==> src/rtl/mint_pkg.sv <==
`timescale 1ns/1ps
package mint_pkg;

  typedef enum logic [1:0] {
    OP_IDLE  = 2'd0,
    OP_WRITE = 2'd1,
    OP_READ  = 2'd2,
    OP_SWAP  = 2'd3
  } csr_op_e;

  typedef enum logic [2:0] {
    SEL_STAT = 3'd0,
    SEL_ENAB = 3'd1,
    SEL_PEND = 3'd2,
    SEL_CAUS = 3'd3,
    SEL_EPC  = 3'd4,
    SEL_TVEC = 3'd5,
    SEL_SCRT = 3'd6,
    SEL_NONE = 3'd7
  } csr_sel_e;

  localparam int unsigned GIE_BIT = 0;

endpackage

==> src/rtl/mint_prio.sv <==
`timescale 1ns/1ps
// Fixed-priority picker: lowest index wins.
module mint_prio #(
  parameter int unsigned N_SRC = 4
) (
  input  logic [N_SRC-1:0] req,
  output logic             any,
  output logic [N_SRC-1:0] grant
);

  logic [N_SRC:0] seen;

  assign seen[0] = 1'b0;

  for (genvar i = 0; i < N_SRC; i++) begin : g_chain
    assign grant[i]  = req[i] & ~seen[i];
    assign seen[i+1] = seen[i] | req[i];
  end

  assign any = seen[N_SRC];

endmodule

==> src/rtl/mint_csr_bank.sv <==
`timescale 1ns/1ps
module mint_csr_bank #(
  parameter int unsigned          N_SRC    = 4,
  parameter int unsigned          XLEN     = 32,
  parameter logic [XLEN-1:0]      TVEC_RST = 32'h0000_0100
) (
  input  logic             clk,
  input  logic             rst_n,
  input  logic [1:0]       csr_op,
  input  logic [2:0]       csr_sel,
  input  logic [XLEN-1:0]  csr_wdata,
  input  logic [N_SRC-1:0] irq_req,
  input  logic             take,
  input  logic [N_SRC-1:0] take_grant,
  input  logic [XLEN-1:0]  take_pc,
  input  logic             trap_ret,
  output logic             gie_q,
  output logic [N_SRC-1:0] enab_q,
  output logic [N_SRC-1:0] pend_q,
  output logic [N_SRC-1:0] cause_q,
  output logic [XLEN-1:0]  epc_q,
  output logic [XLEN-1:0]  tvec_q,
  output logic [XLEN-1:0]  scratch_q,
  output logic [XLEN-1:0]  csr_rdata
);
  import mint_pkg::*;

  localparam int unsigned PADW = XLEN - N_SRC;

  csr_op_e  op;
  csr_sel_e sel;
  logic     wr_en;
  logic     rd_en;

  logic             gie_d;
  logic [N_SRC-1:0] enab_d;
  logic [N_SRC-1:0] cause_d;
  logic [XLEN-1:0]  epc_d;
  logic [XLEN-1:0]  tvec_d;
  logic [XLEN-1:0]  scratch_d;

  assign op    = csr_op_e'(csr_op);
  assign sel   = csr_sel_e'(csr_sel);
  assign wr_en = (op == OP_WRITE) || (op == OP_SWAP);
  assign rd_en = (op == OP_READ)  || (op == OP_SWAP);

  // Next state: software write first, then trap entry/return override.
  always_comb begin
    gie_d     = gie_q;
    enab_d    = enab_q;
    cause_d   = cause_q;
    epc_d     = epc_q;
    tvec_d    = tvec_q;
    scratch_d = scratch_q;
    if (wr_en) begin
      case (sel)
        SEL_STAT: gie_d     = csr_wdata[GIE_BIT];
        SEL_ENAB: enab_d    = csr_wdata[N_SRC-1:0];
        SEL_CAUS: cause_d   = csr_wdata[N_SRC-1:0];
        SEL_EPC:  epc_d     = csr_wdata;
        SEL_TVEC: tvec_d    = csr_wdata;
        SEL_SCRT: scratch_d = csr_wdata;
        default:  ;
      endcase
    end
    if (trap_ret) begin
      gie_d = 1'b1;
    end else if (take) begin
      gie_d   = 1'b0;
      cause_d = take_grant;
      epc_d   = take_pc;
    end
  end

  always_ff @(posedge clk or negedge rst_n) begin
    if (!rst_n) begin
      gie_q     <= 1'b0;
      enab_q    <= '0;
      pend_q    <= '0;
      cause_q   <= '0;
      epc_q     <= '0;
      tvec_q    <= TVEC_RST;
      scratch_q <= '0;
    end else begin
      gie_q     <= gie_d;
      enab_q    <= enab_d;
      pend_q    <= irq_req;
      cause_q   <= cause_d;
      epc_q     <= epc_d;
      tvec_q    <= tvec_d;
      scratch_q <= scratch_d;
    end
  end

  // Read mux returns pre-edge contents, which is the swap's old value.
  always_comb begin
    csr_rdata = '0;
    if (rd_en) begin
      case (sel)
        SEL_STAT: csr_rdata[GIE_BIT] = gie_q;
        SEL_ENAB: csr_rdata = {{PADW{1'b0}}, enab_q};
        SEL_PEND: csr_rdata = {{PADW{1'b0}}, pend_q};
        SEL_CAUS: csr_rdata = {{PADW{1'b0}}, cause_q};
        SEL_EPC:  csr_rdata = epc_q;
        SEL_TVEC: csr_rdata = tvec_q;
        SEL_SCRT: csr_rdata = scratch_q;
        default:  csr_rdata = '0;
      endcase
    end
  end

endmodule

==> src/rtl/mint_redirect.sv <==
`timescale 1ns/1ps
module mint_redirect #(
  parameter int unsigned XLEN = 32
) (
  input  logic            clk,
  input  logic            rst_n,
  input  logic            take,
  input  logic            trap_ret,
  input  logic [XLEN-1:0] tvec,
  input  logic [XLEN-1:0] epc,
  output logic            redir_vld,
  output logic [XLEN-1:0] redir_pc
);

  logic            vld_d;
  logic            pc_en;
  logic [XLEN-1:0] pc_d;

  always_comb begin
    vld_d = take | trap_ret;
    pc_en = vld_d;
    pc_d  = trap_ret ? epc : tvec;
  end

  always_ff @(posedge clk or negedge rst_n) begin
    if (!rst_n) begin
      redir_vld <= 1'b0;
      redir_pc  <= '0;
    end else begin
      redir_vld <= vld_d;
      if (pc_en) begin
        redir_pc <= pc_d;
      end
    end
  end

endmodule

==> src/rtl/mint_entry_unit.sv <==
`timescale 1ns/1ps
module mint_entry_unit #(
  parameter int unsigned     N_SRC    = 4,
  parameter int unsigned     XLEN     = 32,
  parameter logic [XLEN-1:0] TVEC_RST = 32'h0000_0100
) (
  input  logic             clk,
  input  logic             rst_n,
  input  logic [N_SRC-1:0] irq_req,
  input  logic             retire_vld,
  input  logic [XLEN-1:0]  retire_next_pc,
  input  logic             trap_ret,
  input  logic [1:0]       csr_op,
  input  logic [2:0]       csr_sel,
  input  logic [XLEN-1:0]  csr_wdata,
  output logic [XLEN-1:0]  csr_rdata,
  output logic             redir_vld,
  output logic [XLEN-1:0]  redir_pc
);

  logic             gie_q;
  logic [N_SRC-1:0] enab_q;
  logic [N_SRC-1:0] pend_q;
  logic [N_SRC-1:0] cause_q;
  logic [XLEN-1:0]  epc_q;
  logic [XLEN-1:0]  tvec_q;
  logic [XLEN-1:0]  scratch_q;

  logic [N_SRC-1:0] ready;
  logic [N_SRC-1:0] grant;
  logic             any_ready;
  logic             take;

  assign ready = pend_q & enab_q;

  mint_prio #(.N_SRC(N_SRC)) u_prio (
    .req   (ready),
    .any   (any_ready),
    .grant (grant)
  );

  // Boundary-only entry; a return in the same cycle suppresses entry.
  assign take = retire_vld & gie_q & any_ready & ~trap_ret;

  mint_csr_bank #(
    .N_SRC    (N_SRC),
    .XLEN     (XLEN),
    .TVEC_RST (TVEC_RST)
  ) u_bank (
    .clk        (clk),
    .rst_n      (rst_n),
    .csr_op     (csr_op),
    .csr_sel    (csr_sel),
    .csr_wdata  (csr_wdata),
    .irq_req    (irq_req),
    .take       (take),
    .take_grant (grant),
    .take_pc    (retire_next_pc),
    .trap_ret   (trap_ret),
    .gie_q      (gie_q),
    .enab_q     (enab_q),
    .pend_q     (pend_q),
    .cause_q    (cause_q),
    .epc_q      (epc_q),
    .tvec_q     (tvec_q),
    .scratch_q  (scratch_q),
    .csr_rdata  (csr_rdata)
  );

  mint_redirect #(.XLEN(XLEN)) u_redir (
    .clk       (clk),
    .rst_n     (rst_n),
    .take      (take),
    .trap_ret  (trap_ret),
    .tvec      (tvec_q),
    .epc       (epc_q),
    .redir_vld (redir_vld),
    .redir_pc  (redir_pc)
  );

endmodule

==> config.mk <==
export PLATFORM = sky130hd
export DESIGN_NAME = mint_entry_unit
export DESIGN_NICKNAME = d
export VERILOG_FILES = /design/src/rtl/mint_pkg.sv /design/src/rtl/mint_prio.sv /design/src/rtl/mint_csr_bank.sv /design/src/rtl/mint_redirect.sv /design/src/rtl/mint_entry_unit.sv
export SDC_FILE = /design/constraint.sdc
export NUM_CORES = 1
export LEC_CHECK = 0
export ABC_AREA = 1
export ABC_CLOCK_PERIOD_IN_PS = 1400
export BUFFER_PORTS_ARGS = -buffer_cell sky130_fd_sc_hd__buf_2
export CAP_MARGIN = 20
export CORE_ASPECT_RATIO = 0.75
export CORE_UTILIZATION = 50
export CTS_CLUSTER_SIZE = 28
export DETAILED_ROUTE_END_ITERATION = 8
export PLACE_DENSITY = 0.76
export SLEW_MARGIN = 20
export SYNTH_ARGS = -nofsm -noshare
export SYNTH_HDL_FRONTEND = slang
export SYNTH_SLANG_ARGS = --single-unit
==> constraint.sdc <==
create_clock -name clk -period 1.4 [get_ports clk]
set_clock_uncertainty 0.15 [all_clocks]
set_input_delay 0.07 -clock clk [delete_from_list [all_inputs] [get_ports clk]]
set_output_delay 0.07 -clock clk [all_outputs]
set_load 0.005 [all_outputs]
* After elaboration in Yosys (flattened, before gate mapping)
Cells that the tools add are included.
** Cells by class
- Reduce and logical (&&, ||, !) cells :: 9
- Bitwise operators :: 15
- Mux-type cells :: 16
- Equality and inequality tests :: 9
** Operators by type and width (number)
- 32-bit 2-to-1 mux :: 6
- 31-bit case mux with 6 select lines :: 1
- 4-bit 2-to-1 mux :: 4
- 3-bit equality test, second input constant :: 3
- 2-bit AND reduction :: 4
- 1-bit case mux with 7 select lines :: 1
- 1-bit bitwise AND :: 6
- 3-bit by 2-bit equality test with 1-bit output, second input constant :: 2
- 3-bit nonzero test :: 2
- 4-bit bitwise AND :: 1
- 2-bit equality test, second input constant :: 2
- 1-bit 2-to-1 mux :: 4
- 1-bit NOT :: 4
- 1-bit OR :: 4
- 3-bit by 1-bit equality test with 1-bit output, second input constant :: 1
- 3-bit logical NOT :: 1
- 2-bit by 1-bit equality test with 1-bit output, second input constant :: 1
- 1-bit logical OR :: 2
** Word-level totals
- Register bits after elaboration :: 142
- Logic and storage cells :: 58
- Bits of input ports :: 77

* Logic depth before layout (Yosys ltp)
Gate-level depths: netlist (run 1).
- Word-level depth :: 8
- Gate-level depth with buffers :: 9
- Depth with buffers taken out :: 7

* Modules after synthesis
Synthesis (run 1) repeated with hierarchy kept, for this count alone.
** Unflattened totals
- Cell total of the unflattened synthesis :: 974
- Area total of the unflattened synthesis :: 7166.9 um2
** By module, submodules not included
- mint_csr_bank :: area an instance 5540.3 um2, instances 1, cells each 774, sequential area each 2728.9 um2
- mint_redirect :: area an instance 1532.7 um2, instances 1, cells each 178, sequential area each 825.8 um2
- mint_entry_unit :: area an instance 47.5 um2, instances 1, cells each 12, sequential area each 0.0 um2
- mint_prio :: area an instance 46.3 um2, instances 1, cells each 10, sequential area each 0.0 um2

* Worst setup path after synthesis (run 1)
OpenSTA, ideal clock, no wires.
- Path type :: register -> register
- From :: reg u_bank.enab_q[0]
- To :: reg u_redir.redir_pc[11]
- Path slack :: -102 ps
- Data arrival time :: 1235 ps
- Stages on the path, launching flop included :: 8
- Period minus slack after synthesis :: 1502 ps
- Cells stage by stage :: dfrtp_1 -> nand2_1 -> nand4_2 -> nand2_2 -> nand2_1 -> buf_2 -> nand2_1 -> nand2_1
** On the way
- Cells in the longest elaborated chain, start to end :: 7
** RTL lines
- start: declaration :: line mint_csr_bank.sv:18 : output logic [N_SRC-1:0] enab_q,
- start signal: assignment :: line mint_csr_bank.sv:86 : enab_q <= enab_d;
- 4-bit bitwise AND :: line mint_entry_unit.sv:34 : assign ready = pend_q & enab_q;
- 1-bit OR (3 in series) :: line mint_prio.sv:17 : assign seen[i+1] = seen[i] | req[i];
- 1-bit bitwise AND (2 in series) :: line mint_entry_unit.sv:43 : assign take = retire_vld & gie_q & any_ready & ~trap_ret;
- 1-bit OR :: line mint_redirect.sv:20 : vld_d = take | trap_ret;
- end signal: assignment :: line mint_redirect.sv:32 : redir_pc <= pc_d;
- end: declaration :: line mint_redirect.sv:12 : output logic [XLEN-1:0] redir_pc
No other way between the ends.
A chain may end at the register's enable or synchronous reset.

* Worst setup path in the final report (run 1)
- From :: reg u_bank.enab_q[1]
- To :: reg u_redir.redir_pc[27]
Same word-level chain as after synthesis.

==> flow_summary.yaml, run 1 <==
status:
  status: "finished, violations left"
  violations: "setup timing"
sta:
  max_freq_mhz: 600
  drv_slew: 0
  finalHoldViolCount: 0
  worst_pin_slew_ps: 426
  rsz0062_at_grt: "true"
  min_period_ps: 1670
  timing.hold.ws_ps: 71.8
  setup_viol_count_final: 91
  fin_crit_sh_pct: 119
  max_slew_margin_pct: 71.3
  fin_tns_setup_ps: -13700
  setup_slack_ps: -267
cells_and_area:
  multiInputGateArea_um2: 3670
  fin_nets: 1389
  stdcell_area_um2: 11300
  seqCellArea_um2: 3550
  num-fill-cells: 814
  final_util_pct: 81.1
  area_growth_pct: 55.0
  diodes: 0
  drive_above_1_share_pct: 34.1
floorplanning:
  core_area_um2: 14000
  die_area_um2: 15100
  io_pins: 142
  start_util_pct: 52.3
  die_y_um: 107
  num_rows: 37
  die_w_um: 142
power_and_ir_drop:
  ir_worst_vdd_uv: 1020
  p_per_area_nw_per_um2: 1390
  leakage_nw: 6.22
setup_path:
  end_kind: "flip-flop"
  timing.rr.start: "u_bank.enab_q[1]$_DFFE_PN0P_"
  r2r-end: "u_redir.redir_pc[27]$_DFFE_PN0P_"
  cp-startpoint: "u_bank.enab_q[1]$_DFFE_PN0P_"
  path_max_fanout: 6
  worstPathArrival_ps: 1810
  setup.worst_path.end: "u_redir.redir_pc[27]$_DFFE_PN0P_"
  worstPathRequired_ps: 1540
  crit_path_max_incr_delay_ps: 400
  r2r_cells: 8
  cpMaxStageDelayCell: "dfrtp_1"
  cp_cell_sequence: "nand2_2 > nand4_4 > nand2_4 > buf_12 > nand2_8 > buf_12 > nand2_2 > nand2_1"
  rrSetupSlack_ps: -270
  start_kind: "flip-flop"
  path_class: "reg -> reg"
global_route:
  grt_usage_pct: 33.7
  antenna_found_initial: 0
  met2_usage_pct: 55.2
  overflow: 0
  grt_first_pass_wirelength_um: 38900
  busiest_layer: "met2"
  use_met1_pct: 43.6
  grt_pass1_vias: 7581
  grt_start_max_net_pins: 65
  grtUsageMet3_pct: 8.40
place:
  routabilityCongestion: 0.915
  pre_cts_ws_ps: -92.6
  place_area_um2: 8570
  place_hpwl_um: 13800
  io_buffers: 141
synthesis:
  synth_area_leaders: "dfrtp_1 48%, nand2_1 24%, nand3_1 5.1%"
  syn-num-nets: 1084
  netlist_instances: 1007
  yosysSeqAreaShare_pct: 48.6
  avgSynthCellArea_um2: 7.26
  synth_top_area_share_pct: 48.2
  synth_area_um2: 7310
  ys_warn_count: 0
  synth-seq-cells: 142
  yosysTopAreaCell: "dfrtp_1"
  synthDistinctLibCells: 24
cts:
  htreeDepth: 4
  path_clk_slew_ps: 60
  clk_latency_ps: 430
  clkSinkCount: 142
  cts_tree: "done"
  numCtsBuffers: 17
  clock-root-buffer: "clkbuf_16"
  clk_path_buf_depth: 2
drt:
  via_per_inst: 5.71
  drc: 0
  drt_iter0_drc: 1231
  antenna_left: 0
  wl_per_cell_um: 18.6
  drt_wl_total_um: 28300
  dr.pass1.iters: 5
  num_vias: 8676
run:
  max-cap-violations: 0
min_path:
  hold_class: "in -> reg"
-- final cells by class --
cell class | count | area share (%)
Clock buffer | 24 | 4.25
Sequential cell | 142 | 31.4
Multi-Input combinational cell | 726 | 32.4
Timing Repair Buffer | 352 | 26.7
Inverter | 73 | 2.43
Clock inverter | 8 | 0.718
Tap cell | 195 | 2.15
-- cells in the final DEF, fill, tap and decap left out, drive strengths merged, types with 2 or more instances in the layout --
cell / synthesis / final
clkinvlp: 0 / 2
dfrtp: 141 / 141
clkbuf: 27 / 29
nand2: 477 / 477
nand3: 77 / 77
nor2: 12 / 12
a21oi: 5 / 5
dlygate4sd3: 0 / 71
buf: 39 / 276
o21ai: 104 / 104
nor3: 3 / 3
clkinv: 0 / 5
nand4: 48 / 48
inv: 73 / 73
-- worst min path at each step --
stage / end / cells past startpoint / from
floorplan: u_bank.cause_q[0]$_DFF_PN0_ / 0 / rst_n
global placement: u_redir.redir_pc[7]$_DFFE_PN0P_ / 1 / rst_n
detailed placement: u_redir.redir_pc[7]$_DFFE_PN0P_ / 1 / rst_n
CTS: u_bank.epc_q[7]$_DFF_PN0_ / 6 / retire_vld
global route: u_bank.epc_q[2]$_DFF_PN0_ / 6 / retire_vld
finish: u_bank.epc_q[2]$_DFF_PN0_ / 6 / retire_vld
-- sequential cells by signal, summed over array words and instances, names as in the netlist --
register	cells
u_bank.tvec_q	32
u_redir.redir_pc	32
u_bank.scratch_q	32
u_bank.enab_q	4
u_bank.cause_q	4
u_bank.pend_q	4
u_redir.redir_vld	1
u_bank.gie_q	1
u_bank.epc_q	32
-- synthesized netlist by cell type --
cell type and number:
nor3_4 1, o21ai_1 45, inv_2 2, buf_2 26, nor2_4 1, buf_1 2
nand2_2 3, nand3_1 75, clkbuf_1 27, nand4_2 1, nand2_1 474, o21ai_0 59
dfrtp_1 141, inv_1 71, nand3_2 1, buf_4 6, nand3_4 1, nand4_1 47
dfstp_2 1, buf_6 5, a21oi_1 5, nor2_2 1, nor3_2 2, nor2_1 10
-- metal layers --
metal	part of all wire [%]	vias to the layer above
li1	-	3826
met1	38	4084
met2	48	643
met3	11	123
met4	3.7	0
met5	0	-
-- cells by family after synthesis --
family | count (synthesis) | synth area share [%]
AND/OR/NAND/NOR | 617 | 35.5
flip-flops | 142 | 48.6
buffers and inverters | 139 | 8.40
AO/OA/AOI/OAI | 109 | 7.46
-- stage by stage --
step | power, mW | cells
after floorplan | 7.60 | 1007
after global placement | 8.84 | 1328
after detailed placement | 8.95 | 1328
after CTS | 14.2 | 1471
after global routing | 16.3 | 1520
final | 15.7 | 1520
-- power by group --
| group | total [mW] | internal [mW] | switching (mW) |
|---|---|---|---|
| clock | 4.40 | 2.59 | 1.81 |
| combinational | 5.46 | 2.64 | 2.82 |
| sequential | 5.85 | 5.11 | 0.744 |
| total | 15.7 | 10.3 | 5.37 |
-- timing repair --
action                                  4_1_cts  5_1_grt
cloned                                        7        4
pin swaps                                    32       68
hold endpoints to repair                    247        0
endpoints found under the setup margin       96      168
resized for setup                            62      134
hold buffers                                 71        0
buffers inserted                             34       47
-- critical path, delay by kind of cell (launching register included) --
kind / cells / cell delay [ps]
buf+inv: 2 / 290
flops: 1 / 400
simple gates: 6 / 690
Power figures use the tool's default switching activity.
==> run 2, diff against run 1 <==
- ABC_AREA: 1 -> unset
- BUFFER_PORTS_ARGS: -buffer_cell sky130_fd_sc_hd__buf_2 -> unset
- CORE_UTILIZATION: 50 -> 55
- DONT_BUFFER_PORTS: unset -> 1
- HOLD_SLACK_MARGIN: unset -> 0.05
- PLACE_DENSITY: 0.76 -> 0.73
==> flow_summary.yaml, run 2 <==
synthesis:
  synthDistinctLibCells: 40
  synth_edf_count: 0
  synth_area_leaders: "dfrtp_1 48%, mux2_2 16%, mux2i_1 5.5%"
  synth_top_area_share_pct: 47.6
  synth_fa_ha_area_share_pct: 0
  yosysTopAreaCell: "dfrtp_1"
  async_flop_share_pct: 100
  ys_warn_count: 0
  netlist_instances: 599
  synth_common_cells: "141 x dfrtp_1, 103 x mux2_2, 41 x mux2i_1"
  synth_compound_area_share_pct: 13.1
  avgSynthCellArea_um2: 12.4
  synthXorXnorAreaFrac_pct: 0
  yosysSeqAreaShare_pct: 47.9
  synthMuxAreaShare_pct: 27.1
  yosys.area_share.simple_pct: 6.14
  synth-seq-cells: 142
  synth_top_family_by_area: "multiplexers"
  yosys_most_used_dff: "dfrtp_1"
  yosysMostFrequentCell: "dfrtp_1"
  syn-num-nets: 676
  synth_area_um2: 7410
cts:
  htreeDepth: 4
  cts_tree: "done"
  path_clk_slew_ps: 60
  clk_latency_ps: 430
  clkSinkCount: 142
  numCtsBuffers: 17
  clock-root-buffer: "clkbuf_16"
  ctsHoldBuffers: 75
  clk_path_buf_depth: 2
power_and_ir_drop:
  power.internal_mw: 11.6
  leakage_nw: 4.43
  combinationalPowerShare_pct: 29.3
  p_clk_share_pct: 32.4
  sw_frac_of_total_pct: 27.3
  switchingPower_mw: 4.36
  pwr-share-seq_pct: 38.3
  ir_worst_vdd_uv: 1020
  p_per_area_nw_per_um2: 1610
global_route:
  grt_usage_pct: 32.1
  grt_start_max_net_pins: 143
  overflow: 0
  antenna_found_initial: 1
  grt_pass1_vias: 5856
  grt_first_pass_wirelength_um: 33000
setup_path:
  path_class: "reg -> reg"
  worstPathArrival_ps: 2100
  cpMaxStageDelayCell: "dfrtp_1"
  rrSetupSlack_ps: -550
  cp-startpoint: "u_bank.pend_q[1]$_DFF_PN0_"
  r2r_cells: 8
  crit_family: "buffers and inverters"
  cp_cell_sequence: "a222oi_1 > buf_4 > buf_6 > buf_12 > a21o_4 > buf_12 > buf_8 > a221o_1"
  crit_buf_inv: 5
  worstPathRequired_ps: 1550
  path_depth: 8
  end_kind: "flip-flop"
  crit_path_max_incr_delay_ps: 380
  start_kind: "flip-flop"
  path_max_fanout: 6
  r2r-end: "u_redir.redir_pc[5]$_DFFE_PN0P_"
  setup.worst_path.end: "u_redir.redir_pc[5]$_DFFE_PN0P_"
  path_common_cell: "buf_12"
  timing.rr.start: "u_bank.pend_q[1]$_DFF_PN0_"
min_path:
  hold_class: "in -> async"
cells_and_area:
  area_growth_pct: 33.8
  num-fill-cells: 780
  final_util_pct: 75.9
  layout_commonest_cell: "dfrtp_1"
  fin_nets: 794
  drive_above_1_share_pct: 38.1
  stdcell_area_um2: 9920
  layout_common_cells: "141 x dfrtp_1, 74 x dlygate4sd3_1, 72 x mux2_2"
floorplanning:
  die_y_um: 103
  core_area_um2: 13100
  die_area_um2: 14000
  io_pins: 142
  start_util_pct: 56.8
  num_rows: 36
  die_w_um: 136
drt:
  drc: 0
  via_per_inst: 6.36
  num_vias: 5739
  dr.pass1.iters: 5
  drt_wl_total_um: 22800
  wl_per_cell_um: 25.3
  drt_iter0_drc: 418
  antenna_left: 0
place:
  place_hpwl_um: 11800
  place_area_um2: 7670
  routabilityCongestion: 0.837
  io_buffers: 0
sta:
  finalHoldViolCount: 176
  rsz0062_at_grt: "true"
  max_slew_margin_pct: 67.0
  timing.hold.ws_ps: -811
  fin_crit_sh_pct: 139
  max_freq_mhz: 513
  setup_viol_count_final: 98
  setup_slack_ps: -550
  worst_pin_slew_ps: 494
  min_period_ps: 1950
  drv_slew: 0
status:
  violations: "hold timing, setup timing"
  status: "finished, violations left"
run:
  max-cap-violations: 0
-- run 2: cell type report --
| cell class | count | area, µm² | share of cell area [%] |
|---|---|---|---|
| Antenna cell | 1 | 2.50 | 0.0252 |
| Clock buffer | 20 | 457 | 4.60 |
| Clock inverter | 12 | 214 | 2.16 |
| Inverter | 32 | 120 | 1.21 |
| Multi-Input combinational cell | 372 | 3760 | 37.9 |
| Sequential cell | 142 | 3550 | 35.8 |
| Tap cell | 171 | 214 | 2.16 |
| Timing Repair Buffer | 152 | 1600 | 16.1 |
-- run 2: repair_timing --
action	4_1_cts	5_1_grt
setup endpoints to repair	102	106
gates resized for setup	20	73
cloned	3	4
hold endpoints to repair	284	176
pin swaps	13	22
buffers inserted	30	9
-- run 2: power by group through the flow --
stage	combinational [mW]	sequential [mW]	clock, mW
after floorplan	2.59	5.87	0
after global placement	2.91	6.12	0
after detailed placement	3.04	6.17	0
after CTS	4.01	6.05	5.22
after global routing	4.94	6.24	5.40
final	4.68	6.12	5.17
-- run 2: stage by stage --
step                setup WS [ps]  setup TNS, ps  cells  total power [mW]
global route                 -602         -41950    902              16.6
finish                       -550         -35710    902              16.0
floorplan                    -254         -15280    599              8.46
CTS                          -521         -32700    889              15.3
detailed placement           -471         -29180    749              9.22
global placement             -414         -25940    749              9.02
-- run 2: cell families (layout without fill, tap and decap cells) --
group | after synthesis | after routing
other | 0 | 1
AO/OA/AOI/OAI | 112 | 112
buffers and inverters | 85 | 216
flip-flops | 142 | 142
multiplexers | 175 | 175
AND/OR/NAND/NOR | 85 | 85
-- run 2: worst min-delay path by stage --
stage	cells after the start	slack [ps]	end	from
after global routing	0	-830	u_bank.tvec_q[9]$_DFFE_PN0P_	rst_n
final	0	-810	u_bank.tvec_q[7]$_DFFE_PN0P_	rst_n
after CTS	0	-820	u_bank.tvec_q[9]$_DFFE_PN0P_	rst_n
after detailed placement	0	-370	u_bank.epc_q[8]$_DFF_PN0_	rst_n
after floorplan	0	-380	u_bank.cause_q[0]$_DFF_PN0_	rst_n
after global placement	0	-370	u_bank.epc_q[7]$_DFF_PN0_	rst_n
-- run 2: layer usage --
| metal | GRT usage (%) | routed length (µm) | vias up |
|---|---|---|---|
| met5 | 0 | 0 | - |
| met3 | 9.88 | 2110 | 45 |
| li1 | - | - | 2451 |
| met2 | 50.8 | 10700 | 297 |
| met4 | 12.6 | 534 | 0 |
| met1 | 41.6 | 9460 | 2946 |
